File: config.mk
export PLATFORM = sky130hd
export DESIGN_NAME = dmac_fifo_channel
export DESIGN_NICKNAME = d
export VERILOG_FILES = /design/src/rtl/dmac_pkg.sv /design/src/rtl/dmac_burst.sv /design/src/rtl/dmac_regs.sv /design/src/rtl/dmac_fifo_channel.sv
export SDC_FILE = /design/constraint.sdc
export NUM_CORES = 1
export LEC_CHECK = 0
export BUFFER_PORTS_ARGS = -buffer_cell sky130_fd_sc_hd__buf_2
export CAP_MARGIN = 20
export CORE_AREA = 2 2 148 150
export CTS_BUF_LIST = sky130_fd_sc_hd__clkbuf_16
export DETAILED_ROUTE_END_ITERATION = 8
export DIE_AREA = 0 0 150 152
export PLACE_DENSITY = 0.76
export SLEW_MARGIN = 30
export SYNTH_ARGS = -nofsm -noshare
export SYNTH_HDL_FRONTEND = slang
export SYNTH_SLANG_ARGS = --single-unit
File: constraint.sdc
create_clock -name clk -period 4.1 [get_ports clk]
set_input_delay 0 -clock clk [delete_from_list [all_inputs] [get_ports clk]]
set_output_delay 0 -clock clk [all_outputs]
set_load 0.01 [all_outputs]
File: src/rtl/dmac_pkg.sv
package dmac_pkg;

  typedef enum logic [1:0] {
    PH_IDLE   = 2'd0,
    PH_FIRST  = 2'd1,
    PH_SECOND = 2'd2
  } burst_ph_e;

  // offsets inside a channel window
  localparam int OFS_SRC = 'h00;
  localparam int OFS_DST = 'h04;
  localparam int OFS_CNT = 'h08;
  localparam int OFS_CTL = 'h14;
  localparam int OFS_FIN = 'h18;
  // global offsets
  localparam int GLB_OPR = 'h60;
  localparam int GLB_RST = 'h08;
  localparam int WIN_BASE = 'h20;
  localparam int WIN_STEP = 'h20;

  // control bit positions
  localparam int CB_EN    = 0;
  localparam int CB_END   = 1;
  localparam int CB_STOP  = 2;
  localparam int CB_DIR   = 3;
  localparam int CB_IE    = 5;
  localparam int CB_TS    = 6;
  localparam int CB_NUL   = 12;
  localparam int CB_NULEN = 16;
  localparam int CB_FORCE = 24;

endpackage

File: src/rtl/dmac_burst.sv
module dmac_burst
  import dmac_pkg::*;
#(
  parameter int ADDR_W = 32,
  parameter int STRB_W = 32
) (
  input  logic              clk,
  input  logic              rst_n,
  input  logic              start,
  input  logic              dir_m2d,
  input  logic [ADDR_W-1:0] src_addr,
  input  logic [ADDR_W-1:0] dst_addr,
  input  logic              last,
  input  logic [STRB_W-1:0] fin_mask,
  output logic              idle,
  output logic              done,
  output logic              mem_valid,
  input  logic              mem_ready,
  output logic              mem_write,
  output logic [ADDR_W-1:0] mem_addr,
  output logic [STRB_W-1:0] mem_strb,
  output logic              fifo_valid,
  input  logic              fifo_ready,
  output logic              fifo_write
);

  burst_ph_e         ph_q;
  logic              m2d_q;
  logic [ADDR_W-1:0] addr_q;
  logic [STRB_W-1:0] strb_q;
  logic              mem_ph, fifo_ph, hs;

  always_comb begin
    mem_ph  = (ph_q == PH_FIRST && m2d_q) || (ph_q == PH_SECOND && !m2d_q);
    fifo_ph = (ph_q == PH_FIRST && !m2d_q) || (ph_q == PH_SECOND && m2d_q);
    hs      = (mem_ph && mem_ready) || (fifo_ph && fifo_ready);
    idle    = (ph_q == PH_IDLE);
    done    = (ph_q == PH_SECOND) && hs;
  end

  assign mem_valid  = mem_ph;
  assign mem_write  = mem_ph && !m2d_q;
  assign mem_addr   = mem_ph ? addr_q : '0;
  assign mem_strb   = !mem_ph ? '0 : (m2d_q ? '1 : strb_q);
  assign fifo_valid = fifo_ph;
  assign fifo_write = fifo_ph && m2d_q;

  always_ff @(posedge clk or negedge rst_n) begin
    if (!rst_n) begin
      ph_q   <= PH_IDLE;
      m2d_q  <= 1'b0;
      addr_q <= '0;
      strb_q <= '0;
    end else begin
      unique case (ph_q)
        PH_IDLE: if (start) begin
          ph_q   <= PH_FIRST;
          m2d_q  <= dir_m2d;
          addr_q <= dir_m2d ? src_addr : dst_addr;
          strb_q <= last ? fin_mask : '1;
        end
        PH_FIRST:  if (hs) ph_q <= PH_SECOND;
        PH_SECOND: if (hs) ph_q <= PH_IDLE;
        default:   ph_q <= PH_IDLE;
      endcase
    end
  end


  mem_hold_chk: assert property (@(posedge clk) disable iff (!rst_n)
    (mem_valid && !mem_ready) |=> (mem_valid && $stable(mem_addr) && $stable(mem_strb)))
    else $error("memory request dropped before acceptance");


  fifo_hold_chk: assert property (@(posedge clk) disable iff (!rst_n)
    (fifo_valid && !fifo_ready) |=> (fifo_valid && $stable(fifo_write)))
    else $error("fifo request dropped before acceptance");

endmodule

File: src/rtl/dmac_regs.sv
module dmac_regs
  import dmac_pkg::*;
#(
  parameter int CH_INDEX    = 0,
  parameter int ADDR_W      = 32,
  parameter int CNT_W       = 24,
  parameter int BURST_BYTES = 32,
  parameter int REG_AW      = 8
) (
  input  logic                   clk,
  input  logic                   rst_n,
  input  logic                   reg_wr,
  input  logic [REG_AW-1:0]      reg_addr,
  input  logic [31:0]            reg_wdata,
  output logic [31:0]            reg_rdata,
  input  logic                   fifo_zlp,
  input  logic                   fsm_idle,
  input  logic                   burst_done,
  output logic                   start,
  output logic                   dir_m2d,
  output logic [ADDR_W-1:0]      src_addr,
  output logic [ADDR_W-1:0]      dst_addr,
  output logic                   last,
  output logic [BURST_BYTES-1:0] fin_mask,
  output logic                   irq
);

  localparam int CH_BASE = WIN_BASE + WIN_STEP * CH_INDEX;
  localparam logic [REG_AW-1:0] A_SRC = REG_AW'(CH_BASE + OFS_SRC);
  localparam logic [REG_AW-1:0] A_DST = REG_AW'(CH_BASE + OFS_DST);
  localparam logic [REG_AW-1:0] A_CNT = REG_AW'(CH_BASE + OFS_CNT);
  localparam logic [REG_AW-1:0] A_CTL = REG_AW'(CH_BASE + OFS_CTL);
  localparam logic [REG_AW-1:0] A_FIN = REG_AW'(CH_BASE + OFS_FIN);
  localparam logic [REG_AW-1:0] A_OPR = REG_AW'(GLB_OPR);
  localparam logic [REG_AW-1:0] A_RST = REG_AW'(GLB_RST);
  localparam logic [ADDR_W-1:0] STEP  = ADDR_W'(BURST_BYTES);

  logic [ADDR_W-1:0]      src_q, dst_q;
  logic [CNT_W-1:0]       cnt_q;
  logic [BURST_BYTES-1:0] fin_q;
  logic                   de_q, te_q, sp_q, nul_q, fte_q;
  logic                   ie_q, nule_q, m2d_q;
  logic [1:0]             ts_q;
  logic                   dme_q, swr_q;

  logic wr_src, wr_dst, wr_cnt, wr_ctl, wr_fin, wr_opr, wr_rst;
  logic halt, halt_clr, busy, cnt_zero;
  logic te_set, sp_set, nul_set;

  always_comb begin
    wr_src   = reg_wr && reg_addr == A_SRC;
    wr_dst   = reg_wr && reg_addr == A_DST;
    wr_cnt   = reg_wr && reg_addr == A_CNT;
    wr_ctl   = reg_wr && reg_addr == A_CTL;
    wr_fin   = reg_wr && reg_addr == A_FIN;
    wr_opr   = reg_wr && reg_addr == A_OPR;
    wr_rst   = reg_wr && reg_addr == A_RST;
    halt     = !dme_q || swr_q;
    halt_clr = halt && fsm_idle;
    busy     = de_q && !te_q;
    cnt_zero = (cnt_q == '0);
    te_set   = fsm_idle && busy && !halt && (cnt_zero || fte_q);
    sp_set   = wr_ctl && !reg_wdata[CB_EN] && busy && !cnt_zero;
    nul_set  = nule_q && busy && !halt && fifo_zlp;
    start    = fsm_idle && busy && !halt && !sp_q && !nul_q && !fte_q && !cnt_zero;
  end

  // control and flags
  always_ff @(posedge clk or negedge rst_n) begin
    if (!rst_n) begin
      de_q <= 1'b0; te_q <= 1'b0; sp_q <= 1'b0; nul_q <= 1'b0; fte_q <= 1'b0;
      ie_q <= 1'b0; nule_q <= 1'b0; m2d_q <= 1'b0; ts_q <= 2'b00;
    end else if (halt_clr) begin
      de_q <= 1'b0; te_q <= 1'b0; sp_q <= 1'b0; nul_q <= 1'b0; fte_q <= 1'b0;
      if (wr_ctl) begin
        ie_q   <= reg_wdata[CB_IE];
        nule_q <= reg_wdata[CB_NULEN];
        m2d_q  <= reg_wdata[CB_DIR];
        ts_q   <= reg_wdata[CB_TS+:2];
      end
    end else if (wr_ctl) begin
      de_q   <= reg_wdata[CB_EN];
      ie_q   <= reg_wdata[CB_IE];
      nule_q <= reg_wdata[CB_NULEN];
      m2d_q  <= reg_wdata[CB_DIR];
      ts_q   <= reg_wdata[CB_TS+:2];
      te_q   <= te_set  || (te_q  && reg_wdata[CB_END]);
      sp_q   <= sp_set  || (sp_q  && reg_wdata[CB_STOP]);
      nul_q  <= nul_set || (nul_q && reg_wdata[CB_NUL]);
      fte_q  <= !te_set && reg_wdata[CB_EN] && (fte_q || reg_wdata[CB_FORCE]);
    end else begin
      te_q  <= te_q  || te_set;
      nul_q <= nul_q || nul_set;
      fte_q <= fte_q && !te_set;
    end
  end

  // addresses, count, mask, global
  always_ff @(posedge clk or negedge rst_n) begin
    if (!rst_n) begin
      src_q <= '0; dst_q <= '0; cnt_q <= '0; fin_q <= '0;
      dme_q <= 1'b0; swr_q <= 1'b0;
    end else begin
      if (wr_src)                     src_q <= ADDR_W'(reg_wdata);
      else if (burst_done && m2d_q)   src_q <= src_q + STEP;
      if (wr_dst)                     dst_q <= ADDR_W'(reg_wdata);
      else if (burst_done && !m2d_q)  dst_q <= dst_q + STEP;
      if (wr_cnt)                     cnt_q <= reg_wdata[CNT_W-1:0];
      else if (burst_done)            cnt_q <= cnt_q - 1'b1;
      if (wr_fin)                     fin_q <= reg_wdata[BURST_BYTES-1:0];
      if (wr_opr)                     dme_q <= reg_wdata[0];
      if (wr_rst)                     swr_q <= reg_wdata[0];
    end
  end

  always_comb begin
    reg_rdata = '0;
    case (reg_addr)
      A_SRC: reg_rdata = 32'(src_q);
      A_DST: reg_rdata = 32'(dst_q);
      A_CNT: reg_rdata = 32'(cnt_q);
      A_FIN: reg_rdata = 32'(fin_q);
      A_OPR: reg_rdata = {30'b0, 1'b0, dme_q};
      A_RST: reg_rdata = {31'b0, swr_q};
      A_CTL: begin
        reg_rdata[CB_EN]      = de_q;
        reg_rdata[CB_END]     = te_q;
        reg_rdata[CB_STOP]    = sp_q;
        reg_rdata[CB_DIR]     = m2d_q;
        reg_rdata[CB_IE]      = ie_q;
        reg_rdata[CB_TS+:2]   = ts_q;
        reg_rdata[CB_NUL]     = nul_q;
        reg_rdata[CB_NULEN]   = nule_q;
        reg_rdata[CB_FORCE]   = fte_q;
      end
      default: reg_rdata = '0;
    endcase
  end

  assign dir_m2d  = m2d_q;
  assign src_addr = src_q;
  assign dst_addr = dst_q;
  assign last     = (cnt_q == CNT_W'(1));
  assign fin_mask = fin_q;
  assign irq      = ie_q && (te_q || sp_q || nul_q);


  end_cause_chk: assert property (@(posedge clk) disable iff (!rst_n)
    $rose(te_q) |-> ($past(cnt_q) == '0 || $past(fte_q)))
    else $error("end flag set with units left and no forced end");


  cnt_step_chk: assert property (@(posedge clk) disable iff (!rst_n)
    (burst_done && !wr_cnt) |=> (cnt_q == $past(cnt_q) - 1'b1))
    else $error("count did not step on burst completion");


  stop_cause_chk: assert property (@(posedge clk) disable iff (!rst_n)
    $rose(sp_q) |-> $past(de_q))
    else $error("stop flag set on an idle channel");

endmodule

File: src/rtl/dmac_fifo_channel.sv
module dmac_fifo_channel
  import dmac_pkg::*;
#(
  parameter int CH_INDEX    = 0,
  parameter int ADDR_W      = 32,
  parameter int CNT_W       = 24,
  parameter int BURST_BYTES = 32,
  parameter int REG_AW      = 8
) (
  input  logic                   clk,
  input  logic                   rst_n,
  input  logic                   reg_wr,
  input  logic [REG_AW-1:0]      reg_addr,
  input  logic [31:0]            reg_wdata,
  output logic [31:0]            reg_rdata,
  output logic                   mem_valid,
  input  logic                   mem_ready,
  output logic                   mem_write,
  output logic [ADDR_W-1:0]      mem_addr,
  output logic [BURST_BYTES-1:0] mem_strb,
  output logic                   fifo_valid,
  input  logic                   fifo_ready,
  output logic                   fifo_write,
  input  logic                   fifo_zlp,
  output logic                   irq
);

  logic                   start, dir_m2d, last, fsm_idle, burst_done;
  logic [ADDR_W-1:0]      src_addr, dst_addr;
  logic [BURST_BYTES-1:0] fin_mask;

  dmac_regs #(
    .CH_INDEX(CH_INDEX), .ADDR_W(ADDR_W), .CNT_W(CNT_W),
    .BURST_BYTES(BURST_BYTES), .REG_AW(REG_AW)
  ) u_regs (
    .clk(clk), .rst_n(rst_n),
    .reg_wr(reg_wr), .reg_addr(reg_addr), .reg_wdata(reg_wdata), .reg_rdata(reg_rdata),
    .fifo_zlp(fifo_zlp), .fsm_idle(fsm_idle), .burst_done(burst_done),
    .start(start), .dir_m2d(dir_m2d), .src_addr(src_addr), .dst_addr(dst_addr),
    .last(last), .fin_mask(fin_mask), .irq(irq)
  );

  dmac_burst #(.ADDR_W(ADDR_W), .STRB_W(BURST_BYTES)) u_burst (
    .clk(clk), .rst_n(rst_n),
    .start(start), .dir_m2d(dir_m2d), .src_addr(src_addr), .dst_addr(dst_addr),
    .last(last), .fin_mask(fin_mask), .idle(fsm_idle), .done(burst_done),
    .mem_valid(mem_valid), .mem_ready(mem_ready), .mem_write(mem_write),
    .mem_addr(mem_addr), .mem_strb(mem_strb),
    .fifo_valid(fifo_valid), .fifo_ready(fifo_ready), .fifo_write(fifo_write)
  );

endmodule

==> results of run 1 <==
metrics by stage:
step | hold WS [ns] | worst slack (ns)
3_3_place_gp | 0.214 | 1.39
2_1_floorplan | -0.296 | 1.98
3_5_place_dp | 0.207 | 1.31
4_1_cts | 0.00870 | 1.27
5_1_grt | 0.0173 | 1.06
6_report | 0.0202 | 1.18
registers in the layout, summed over array words and instances, names as in the netlist, 2 cells and up:
register and count:
u_burst.addr_q 32, u_burst.ph_q 2, u_burst.strb_q 32, u_regs.cnt_q 24, u_regs.dst_addr 32, u_regs.fin_mask 32
u_regs.src_addr 32, u_regs.ts_q 2
timing repair:
item	4_1_cts	5_1_grt
hold endpoints to repair	246	0
endpoints found under the setup margin	0	0
hold buffers	36	0
setup buffers	0	0
cell usage in the layout (no fill, tap or decap), drive strengths merged, types with 25 or more instances in the layout:
| cell | n |
|---|---|
| dfrtp | 199 |
| buf | 169 |
| mux2 | 118 |
| nand2 | 94 |
| o21ai | 73 |
| nor2 | 59 |
| a22oi | 54 |
| or4 | 54 |
| a31oi | 46 |
| nand3 | 39 |
| and2 | 37 |
| dlygate4sd3 | 36 |
| inv | 36 |
| a21o | 34 |
| nor4 | 30 |
| o31ai | 25 |
Yosys cell counts (all sizes together) (18+ instances only):
cell type,number,area [um^2]
nand2,94,353
nor4,30,203
o21ai,73,365
nand4,18,113
mux2,118,1420
buf,22,138
clkbuf,74,278
or4,54,413
o31ai,25,188
a21o,34,255
inv,32,120
nor2,59,221
a22oi,54,405
mux2i,24,244
dfrtp,199,4980
a31oi,46,288
and2,37,231
nand3,39,195
or3,23,144
logic make-up (layout without fill, tap and decap cells):
| group | after synthesis | after routing | share of synthesized area (%) |
|---|---|---|---|
| adder cells (fa/ha/maj) | 5 | 5 | 0.542 |
| AO/OA/AOI/OAI | 272 | 272 | 15.7 |
| buffers and inverters | 128 | 269 | 4.64 |
| XOR/XNOR | 21 | 21 | 1.59 |
| flip-flops | 199 | 199 | 43.2 |
| multiplexers | 142 | 142 | 14.4 |
| AND/OR/NAND/NOR | 411 | 411 | 19.9 |
| other | 0 | 3 | 0 |
path summary, 6_finish.rpt:
check / endpoint / from
max: u_regs.cnt_q[21] / u_burst.ph_q[0]
min: u_regs.dme_q / reg_addr[6]
max reg2reg: u_regs.cnt_q[21] / u_burst.ph_q[0]
min reg2reg: u_burst.addr_q[29] / u_burst.addr_q[29]
max in group asynchronous: u_regs.src_addr[11] / rst_n
min in group asynchronous: u_burst.strb_q[30] / rst_n
per-layer routing:
metal | vias up | track usage [%] | wire length [um]
met5 | - | 0 | 0
met4 | 0 | 15.6 | 1800
met3 | 112 | 4.56 | 2010
met2 | 470 | 48.7 | 16500
met1 | 5063 | 39.7 | 14200
li1 | 4652 | - | -
tightest hold or removal path: stages:
cell and delay [ns]:
sky130_fd_sc_hd__buf_2 0.16, sky130_fd_sc_hd__nand4_1 0.11, sky130_fd_sc_hd__mux2_2 0.15
power by group:
group | total (mW) | switching, mW | internal (mW) | leakage, nW
clock network | 1.74 | 0.780 | 0.962 | 0.285
logic | 0.507 | 0.297 | 0.211 | 3.26
registers | 2.24 | 0.173 | 2.07 | 2.62
total | 4.49 | 1.25 | 3.24 | 6.17
cell type report:
type	instances	area, um^2
Fill cell	1812	7920
Antenna cell	3	7.51
Tap cell	280	350
Clock inverter	15	176
Sequential cell	199	4980
Inverter	32	120
Multi-Input combinational cell	851	6070
Clock buffer	17	425
Timing Repair Buffer	205	1310
==> impl_metrics.py, run 1 <==
metrics = {
    "sta": {
        "grt_setup_unrepaired": "false",
        "clock.fmax_mhz": 343,
        "setup_viol": 0,
        "drv_slew": 0,
        "timing.setup.tns_ns": 0,
        "timing_worst_slew_pin_value_ns": 0.959,
        "finalHoldViolations": 0,
        "crit_path_time_final_ns": 2.92,
        "finClkSkew_ns": 0.00793,
        "worst_slew_margin_rel_pct": 36.0,
        "period_share_pct": 71.2,
    },
    "cts": {
        "clock_pin_transition_on_the_worst_setup_and_hold_timing_paths_ns": 0.07,
        "cts_buffer_depth": 2,
        "cts-buffers-inserted": 17,
        "clk-insertion-delay-late_ns": 0.44,
        "cts_htree_levels": 4,
        "tritoncts": "built",
        "postCtsResizedCells": 0,
        "clock_tree.root_cell": "sky130_fd_sc_hd__clkbuf_16",
        "tritoncts_num_sinks": 199,
    },
    "floorplan": {
        "placement_rows": 54,
        "initial_core_util_pct": 54.0,
        "die_x_um": 150,
        "io-pin-count": 147,
        "area_of_the_core_um2": 21400,
        "floorplan.die_area_um2": 22800,
        "die_y_um": 152,
    },
    "detailed_routing": {
        "drtPass1Iterations": 6,
        "routed_wirelength_um": 34500,
        "final_antenna_net_count": 0,
        "remaining_drc_errors": 0,
        "routedWlPerCell_um": 21.5,
        "route.vias.total": 10300,
        "first_iter_violations": 1049,
        "vias_per_cell": 6.43,
    },
    "logic_synthesis": {
        "synthDistinctLibCells": 63,
        "syn-cell-area_um2": 11500,
        "async_reset_ff_share_pct": 100,
        "yosysWarningCount": 0,
        "synth.yosys.seq_area_share_pct": 43.2,
        "synthesis.area_per_instance_um2": 9.79,
        "synth_seq_cells": 199,
        "synth_flop_cell": "sky130_fd_sc_hd__dfrtp_1",
        "synth_edf_count": 0,
        "syn-num-nets": 1229,
        "synth_cells": 1178,
    },
    "setup_path": {
        "critical_path.endpoint_type": "flip-flop",
        "worstSetupStartpointType": "flip-flop",
        "path_depth": 4,
        "critical-path-top-delay-family": "simple AND/OR/NAND/NOR gates",
        "critical_path.max_stage_delay_ns": 0.83,
        "worst-path-buf-inv": 0,
        "crit_chain": "nor2b_1, nand4_1, or4b_2, a31oi_1",
        "reg2reg_depth": 4,
        "req_time_crit_path_ns": 4.47,
        "critical_path_class": "reg2reg",
        "cp_slowest_cell": "sky130_fd_sc_hd__or4b_2",
        "worst-r2r-setup-slack_ns": 1.18,
        "cp_data_arrival_time_ns": 3.29,
        "critical_path_peak_fanout": 16,
    },
    "grt": {
        "grtUsageTotal_pct": 30.3,
        "antenna_found_initial": 1,
        "grt-ovfl-total": 0,
        "grt_first_pass_wirelength_um": 54300,
        "grt_max_degree": 117,
        "via_count_of_the_first_global_routing_pass": 9972,
    },
    "placed_design": {
        "port-buffer-count": 146,
        "placed_cells_incl_taps": 1530,
        "dp.final_hpwl_um": 23900,
        "placed_area_um2": 12400,
        "place.gp.congestion": 0.915,
    },
    "power": {
        "p_leak_nw": 6.17,
        "cellPowerDensity_nw_per_um2": 334,
        "total_power_mw": 4.49,
        "vdd.ir_drop.worst_uv": 251,
    },
    "run": {
        "drv_cap": 0,
    },
    "final_layout": {
        "layout-drive-gt1-share_pct": 25.7,
        "post_layout_inst_area_um2": 13400,
        "postLayoutCoreUtil_pct": 62.9,
        "final_nets": 1357,
        "syn_to_final_growth_pct": 16.5,
        "layoutNonFillerInstCount": 1602,
    },
    "hold_path": {
        "hold_path.class": "in2reg",
        "min_path_cells": 3,
    },
    "outcome": {
        "run_status": "finished, final reports clean",
    },
}
Note: power is estimated with default switching activity, not from simulation.
==> inputs of run 2 (changes only) <==
clock period = 2.8 ns   (was 4.1 ns; I/O delays follow)
==> impl_metrics.py, run 2 (synthesis gave the netlist of run 1 again) <==
metrics = {
    "outcome": {
        "run_status": "finished, final reports clean",
    },
    "setup_path": {
        "cp_slowest_cell": "sky130_fd_sc_hd__nor4b_2",
        "critical_path.endpoint_type": "output port",
        "critical_path_class": "in2out",
        "crit_chain": "dlygate4sd3_1, buf_2, nor4b_2, and2_0, buf_4, a22oi_1, o21ai_0, buf_2",
        "setup.worst_path.start": "reg_addr[6]",
        "req_time_crit_path_ns": 2.80,
        "critical_path_peak_fanout": 31,
        "critical_path.reg2reg.startpoint": "u_regs.cnt_q[0]",
        "critical-path-top-delay-family": "buffers and inverters",
        "cp_data_arrival_time_ns": 2.61,
        "crit_path_frequent_cell": "sky130_fd_sc_hd__buf_2",
        "worstSetupStartpointType": "primary input",
        "critical_path.max_stage_delay_ns": 0.68,
        "worst-path-buf-inv": 4,
    },
    "final_layout": {
        "final_common_cell": "sky130_fd_sc_hd__dfrtp_1",
        "final_nets": 1369,
        "layout_common_cells": "sky130_fd_sc_hd__dfrtp_1, sky130_fd_sc_hd__buf_2, sky130_fd_sc_hd__mux2_2",
        "layoutNonFillerInstCount": 1614,
        "syn_to_final_growth_pct": 17.0,
        "layout-drive-gt1-share_pct": 26.4,
        "fill_cell_total_of_the_finished_layout": 1800,
    },
    "cts": {
        "tritoncts": "built",
        "post-cts-setup-buffers": 0,
        "postCtsHoldBufs": 37,
        "cts_htree_levels": 4,
        "postCtsResizedCells": 0,
        "clock_tree.root_cell": "sky130_fd_sc_hd__clkbuf_16",
        "clock_pin_transition_on_the_worst_setup_and_hold_timing_paths_ns": 0.07,
        "cts_buffer_depth": 2,
        "clk-insertion-delay-late_ns": 0.45,
        "tritoncts_num_sinks": 199,
        "cts-buffers-inserted": 17,
    },
    "sta": {
        "crit_path_time_final_ns": 2.61,
        "worst_slew_margin_rel_pct": 38.6,
        "setup_viol": 0,
        "grt_setup_unrepaired": "false",
        "finClkSkew_ns": 0.0132,
        "timing.setup.tns_ns": 0,
        "drv_slew": 0,
        "period_share_pct": 93.1,
        "timing_worst_slew_pin_value_ns": 0.920,
        "clock.fmax_mhz": 384,
        "finalHoldViolations": 0,
    },
    "detailed_routing": {
        "route.vias.total": 10300,
        "routed_wirelength_um": 34200,
        "vias_per_cell": 6.39,
        "final_antenna_net_count": 0,
        "first_iter_violations": 877,
        "drtPass1Iterations": 8,
        "routedWlPerCell_um": 21.2,
        "remaining_drc_errors": 0,
    },
    "grt": {
        "antenna_found_initial": 1,
        "grtUsageTotal_pct": 30.0,
        "grt_max_degree": 77,
        "via_count_of_the_first_global_routing_pass": 9568,
        "grt_first_pass_wirelength_um": 53400,
        "grt-ovfl-total": 0,
    },
    "power": {
        "p_leak_nw": 6.21,
        "vdd.ir_drop.worst_uv": 380,
        "cellPowerDensity_nw_per_um2": 482,
    },
    "hold_path": {
        "hold_path.class": "in2reg",
        "timing.hold.worst.start": "reg_wr",
    },
    "run": {
        "drv_cap": 0,
    },
    "placed_design": {
        "place.gp.congestion": 0.939,
        "dp.final_hpwl_um": 24000,
        "port-buffer-count": 146,
        "placed_cells_incl_taps": 1542,
    },
    "floorplan": {
        "die_x_um": 150,
        "area_of_the_core_um2": 21400,
        "placement_rows": 54,
        "die_y_um": 152,
        "io-pin-count": 147,
        "initial_core_util_pct": 54.0,
        "floorplan.die_area_um2": 22800,
    },
}
run 2: cell count changes in the layout (fill, tap and decap cells not counted), sizes merged:
cell and delta:
clkbuf +1, buf +10, inv +2, clkinv +1, clkinvlp -1, bufinv -2
dlygate4sd3 +1
run 2: per-stage QoR:
stage | setup slack, ns | power [mW] | hold slack, ns | utilization [%] | instance area, um^2
3_3_place_gp | 0.327 | 3.99 | 0.0762 | 58.7 | 12500
4_1_cts | 0.283 | 6.51 | 0.00967 | 63.2 | 13500
3_5_place_dp | 0.328 | 4.01 | 0.0702 | 58.7 | 12500
2_1_floorplan | 0.677 | 3.67 | -0.296 | - | 11500
6_report | 0.193 | 6.51 | 0.0286 | 63.2 | 13500
5_1_grt | 0.0474 | 6.74 | 0.0385 | 63.2 | 13500
run 2: worst paths after layout:
| kind | end | slack [ns] | cells after the start |
|---|---|---|---|
| max | reg_rdata[18] | 0.19 | 8 |
| min | u_regs.fin_mask[24] | 0.03 | 3 |
| max reg2reg | u_regs.cnt_q[12] | 0.24 | 6 |
| min reg2reg | u_burst.addr_q[14] | 0.50 | 1 |
| max in group asynchronous | u_burst.strb_q[5] | 1.82 | 3 |
| min in group asynchronous | u_burst.strb_q[30] | 0.15 | 2 |
run 2: layout make-up:
type,instances,area (um^2),area share (%)
diodes,3,7.51,0.0556
inverters,32,120,0.890
flip-flops and latches,199,4980,36.9
multi-input cells,851,6070,45.0
clock buffers,17,425,3.15
well taps,280,350,2.60
clock inverters,15,164,1.21
repair buffers,217,1380,10.2
run 2: worst min-delay path, stage by stage:
cell	delay (ns)
sky130_fd_sc_hd__buf_2	0.18
sky130_fd_sc_hd__nand2_1	0.11
sky130_fd_sc_hd__mux2_2	0.15
run 2: power breakdown:
part	internal (mW)	switching (mW)	leakage (nW)	total (mW)
sequential	3.03	0.250	2.62	3.28
clock	1.27	1.23	0.279	2.49
combinational	0.315	0.424	3.31	0.738
total	4.61	1.90	6.21	6.51
run 2: per-layer routing:
| layer | track usage, % | wire length [um] | vias up |
|---|---|---|---|
| met1 | 40.1 | 13800 | 5039 |
| met2 | 48.4 | 16400 | 497 |
| met3 | 4.44 | 2560 | 86 |
| met4 | 13.4 | 1470 | 0 |
| li1 | - | - | 4687 |
| met5 | 0 | 0 | - |
